[config.mk]
export PLATFORM = sky130hd
export DESIGN_NAME = bcd_date_counter
export DESIGN_NICKNAME = d
export VERILOG_FILES = /design/src/rtl/bcd_date_counter.sv
export SDC_FILE = /design/constraint.sdc
export NUM_CORES = 1
export LEC_CHECK = 0
export BUFFER_PORTS_ARGS = -buffer_cell sky130_fd_sc_hd__buf_2
export CAP_MARGIN = 20
export CORE_MARGIN = 4
export CORE_UTILIZATION = 56
export DETAILED_ROUTE_END_ITERATION = 10
export GPL_ROUTABILITY_DRIVEN = 0
export PLACE_DENSITY = 0.83
export SLEW_MARGIN = 10
export SYNTH_ARGS = -nofsm -noshare
export SYNTH_HDL_FRONTEND = slang
export SYNTH_SLANG_ARGS = --single-unit
[constraint.sdc]
create_clock -name clk -period 6.7 [get_ports clk]
set_input_delay 1.34 -clock clk [delete_from_list [all_inputs] [get_ports clk]]
set_output_delay 1.34 -clock clk [all_outputs]
set_load 0.005 [all_outputs]
[src/rtl/bcd_date_counter.sv]
module bcd_date_counter #(
  parameter logic [15:0] RST_YEAR = 16'h2000
) (
  input  logic        clk,
  input  logic        rst_n,
  input  logic        load,
  input  logic        day_tick,
  input  logic [7:0]  set_day,
  input  logic [7:0]  set_month,
  input  logic [15:0] set_year,
  output logic [7:0]  day,
  output logic [7:0]  month,
  output logic [15:0] year
);

  // Two BCD digits form a multiple of 4: even tens need units 0/4/8, odd tens need 2/6
  function automatic logic is_mult4(input logic [7:0] b);
    if (b[4]) return (b[3:0] == 4'd2) || (b[3:0] == 4'd6);
    else      return (b[3:0] == 4'd0) || (b[3:0] == 4'd4) || (b[3:0] == 4'd8);
  endfunction

  function automatic logic [7:0] inc2(input logic [7:0] b);
    if (b[3:0] >= 4'd9) return {b[7:4] + 4'd1, 4'd0};
    else                return {b[7:4], b[3:0] + 4'd1};
  endfunction

  function automatic logic [15:0] inc4(input logic [15:0] y);
    logic [15:0] r;
    logic        c;
    c = 1'b1;
    for (int i = 0; i < 4; i++) begin
      if (c && y[4*i +: 4] >= 4'd9) begin
        r[4*i +: 4] = 4'd0;
      end else begin
        r[4*i +: 4] = y[4*i +: 4] + {3'd0, c};
        c = 1'b0;
      end
    end
    return r;
  endfunction

  logic       leap;
  logic [7:0] last_day;
  logic       month_end, year_end;

  assign leap = (year[7:0] == 8'h00) ? is_mult4(year[15:8]) : is_mult4(year[7:0]);

  always_comb begin
    case (month)
      8'h02:                      last_day = leap ? 8'h29 : 8'h28;
      8'h04, 8'h06, 8'h09, 8'h11: last_day = 8'h30;
      default:                    last_day = 8'h31;
    endcase
  end

  assign month_end = day >= last_day;
  assign year_end  = month >= 8'h12;

  always_ff @(posedge clk or negedge rst_n) begin
    if (!rst_n) begin
      day   <= 8'h01;
      month <= 8'h01;
      year  <= RST_YEAR;
    end else if (load) begin
      day   <= set_day;
      month <= set_month;
      year  <= set_year;
    end else if (day_tick) begin
      if (!month_end) begin
        day <= inc2(day);
      end else begin
        day <= 8'h01;
        if (!year_end) begin
          month <= inc2(month);
        end else begin
          month <= 8'h01;
          year  <= inc4(year);
        end
      end
    end
  end

  AST_LOAD_WINS: assert property (@(posedge clk) disable iff (!rst_n)
    load |=> (day == $past(set_day) && month == $past(set_month) && year == $past(set_year)));
  AST_HOLD: assert property (@(posedge clk) disable iff (!rst_n)
    (!load && !day_tick) |=> ($stable(day) && $stable(month) && $stable(year)));
  AST_DAY_NONZERO: assert property (@(posedge clk) disable iff (!rst_n)
    (!load && day_tick) |=> (day != 8'h00));
  AST_SHORT_MONTH: assert property (@(posedge clk) disable iff (!rst_n)
    (!load && day_tick && month == 8'h04 && day == 8'h30) |=> (day == 8'h01 && month == 8'h05));
  AST_FEB_CAP: assert property (@(posedge clk) disable iff (!rst_n)
    (!load && day_tick && month == 8'h02 && day == 8'h29) |=> (day == 8'h01 && month == 8'h03));
  AST_NEW_YEAR: assert property (@(posedge clk) disable iff (!rst_n)
    (!load && day_tick && month == 8'h12 && day == 8'h31) |=> (day == 8'h01 && month == 8'h01 && year != $past(year)));

endmodule

==> qor.yml <==
pwr:
  fin_total_pwr_w: 0.000958
  p_leak_nw: 1.33
  power_density_nw_per_um2: 346
  ir_worst_vdd_v: 0.000177
critical_path:
  setup.worst_path.end_class: "flip-flop"
  path_max_fanout: 33
  critPathKind: "flip-flop to flip-flop"
  r2r_start: "month[0]$_DFFE_PN1P_"
  critPathLaunchType: "flip-flop"
  critPathMostFrequentCell: "o21ai_0"
  cp_cell_sequence: "inv_1 > ha_1 > o21ai_0 > o21ai_0 > a32oi_1 > nor3_1 > a21oi_1 > ha_1 > or4b_4 > a211oi_2 > or3_1 > o21ai_0"
  worst-r2r-cell-count: 12
  cpMaxStageDelayCell: "or3_1"
  r2r_end: "year[9]$_DFFE_PN0P_"
  slowest_delay_ns: 0.83
  r2r_slack_ns: 2.86
  critPathRequiredTime_ns: 6.82
  critPathArrivalTime_ns: 3.97
logic_synthesis:
  netlist.area_leader.share: 0.307
  yosys.area.top_type: "dfrtp_1"
  synth.distinct_cells: 48
  synth_area_um2: 2370
  synth.avg_cell_area_um2: 8.70
  async_reset_ff_frac: 1.00
  seq_area_frac_synth: 0.340
  ys_ff_latch: 32
  synth_edf_count: 0
  synth-main-ff-cell: "dfrtp_1"
  synthCells: 272
  synth_nets: 334
  ys_warn_count: 0
  synthTopCellsByArea: "dfrtp_1 (31%), ha_1 (14%), o21ai_0 (7.6%)"
placement:
  numPortBuffers: 67
  dpl_cell_area_um2: 2680
  place_hpwl_um: 4320
drt:
  wl_per_cell_um: 15.5
  wl_met2_um: 2870
  wl_met1_um: 2580
  ant_nets: 0
  vias: 2305
  routed_wl_um: 5960
  dr_wl_met3_um: 389
  drc_errors: 0
  initialDrtViolationCount: 128
  topRoutingLayerUsed: "met4"
  viasPerCell: 5.99
  dr.pass1.iters: 4
sta:
  rsz0062_at_grt: "no"
  fmaxAchievable_mhz: 260
  setup-violations-final: 0
  hold_viol: 0
  finalCritPeriodShare: 0.574
  fin_worst_skew_ns: 0.00339
  drv_slew: 0
  slew_headroom: 0.323
  fin_crit_ns: 3.84
  holdWs_ns: 0.512
  finalSetupTns_ns: 0
  tightest_slew_ns: 1.02
hold_path:
  hold_class: "flip-flop to flip-flop"
  whs_path_depth: 2
  holdCritStartpoint: "year[13]$_DFFE_PN1P_"
  hold_path_end: "year[13]$_DFFE_PN1P_"
die:
  io_pins: 68
  start_util: 0.583
  dieArea_um2: 5330
  die_x_um: 73
  rows: 23
  die_y_um: 73
  core_area_um2: 4060
clocking:
  cts_buffers: 5
  clk_pin_slew_ns: 0.07
  worstSkewPairLatency_ns: 0.29
  clockBufferDepth: 2
  postCtsSetupRepairBufs: 0
  cts-resized-gates: 0
  cts_root_buf: "clkbuf_8"
  cts_tree: "yes"
  cts_sinks: 32
  cts_max_level: 2
  hold_buffers: 0
global_route:
  antenna_found_initial: 0
  grt_pass1_wl_um: 9850
  grt_max_degree: 48
  gr-total-overflow: 0
  grt_pass1_vias: 2212
  grt.total_usage: 0.231
finish:
  drive_gt1_frac: 0.248
  num_antenna_cells: 0
  fin_util: 0.683
  area_growth_pct: 17.2
  finalInstanceArea_um2: 2770
  num-nets-final: 396
run:
  maxCapViolations: 0
run_status:
  status: "finished, final reports clean"
-- metal layers --
layer | track usage | vias to the layer above
li1 | - | 1129
met1 | 0.288 | 1095
met2 | 0.386 | 71
met3 | 0.0468 | 10
met4 | 0.0963 | 0
met5 | 0 | -
-- placed cells by master (no fill, tap or decap), drive strengths merged, types with 8 or more instances in the layout --
cell	instances
a21oi	24
a22oi	8
buf	67
clkbuf	8
dfrtp	29
ha	26
inv	20
nand2	26
nand3	8
nor2	11
nor3	11
o21ai	36
-- Yosys cell counts (3+ instances only) --
| cell type | instances |
|---|---|
| o21ai_0 | 36 |
| dfrtp_1 | 29 |
| ha_1 | 26 |
| nand2_1 | 26 |
| a21oi_1 | 24 |
| inv_1 | 20 |
| nor2_1 | 11 |
| nor3_1 | 11 |
| a22oi_1 | 8 |
| nand3_1 | 8 |
| a32oi_1 | 5 |
| buf_2 | 5 |
| nor3b_1 | 5 |
| o22ai_2 | 4 |
| a21o_1 | 3 |
| dfstp_2 | 3 |
| o311ai_0 | 3 |
-- cell type report --
| cell class | count | area [um^2] |
|---|---|---|
| timing repair buffer | 67 | 335 |
| inverter | 20 | 75.1 |
| clock buffer | 8 | 90.1 |
| sequential | 32 | 805 |
| tap | 50 | 62.6 |
| multi-input combinational | 208 | 1410 |
| fill | 319 | 1280 |
-- cell families (layout without fill, tap and decap cells) --
logic type,count (synthesis),after routing,share of synthesized area
AO/OA/AOI/OAI,101,101,0.276
AND/OR/NAND/NOR,79,79,0.172
flip-flops,32,32,0.340
buffers and inverters,32,95,0.0661
adder cells (fa/ha/maj),26,26,0.137
multiplexers,2,2,0.00846
-- stage by stage --
step	setup slack, ns	std cells
CTS	2.84	385
floorplan	3.68	272
global route	2.55	385
global placement	2.96	377
detailed placement	2.85	377
finish	2.86	385
-- sequential cells by signal (all words and copies together) (netlist names) --
| name | count |
|---|---|
| month | 8 |
| day | 8 |
| year | 16 |
-- power by group --
part	switching, W	internal (W)
registers	0.000110	0.000268
logic	0.000228	0.000192
clock network	0.0000756	0.0000838
total	0.000413	0.000545
-- worst max path at each step --
stage	start	to	slack [ns]	cells after the start
floorplan	month[0]$_DFFE_PN1P_	month[3]$_DFFE_PN0P_	3.68	13
global placement	load	year[1]$_DFFE_PN0P_	2.96	6
detailed placement	month[0]$_DFFE_PN1P_	year[9]$_DFFE_PN0P_	2.85	12
CTS	month[0]$_DFFE_PN1P_	year[9]$_DFFE_PN0P_	2.84	12
global route	month[0]$_DFFE_PN1P_	year[6]$_DFFE_PN0P_	2.55	13
finish	month[0]$_DFFE_PN1P_	year[9]$_DFFE_PN0P_	2.86	12
-- worst max-delay path: cells and delay by family (launching register included) --
family / cells / cell delay [ns]
buf+inv: 1 / 0.11
fa+ha+maj: 2 / 0.49
simple gates: 3 / 1.46
compound gates: 6 / 1.04
flops: 1 / 0.58
Power figures use the tool's default switching activity.
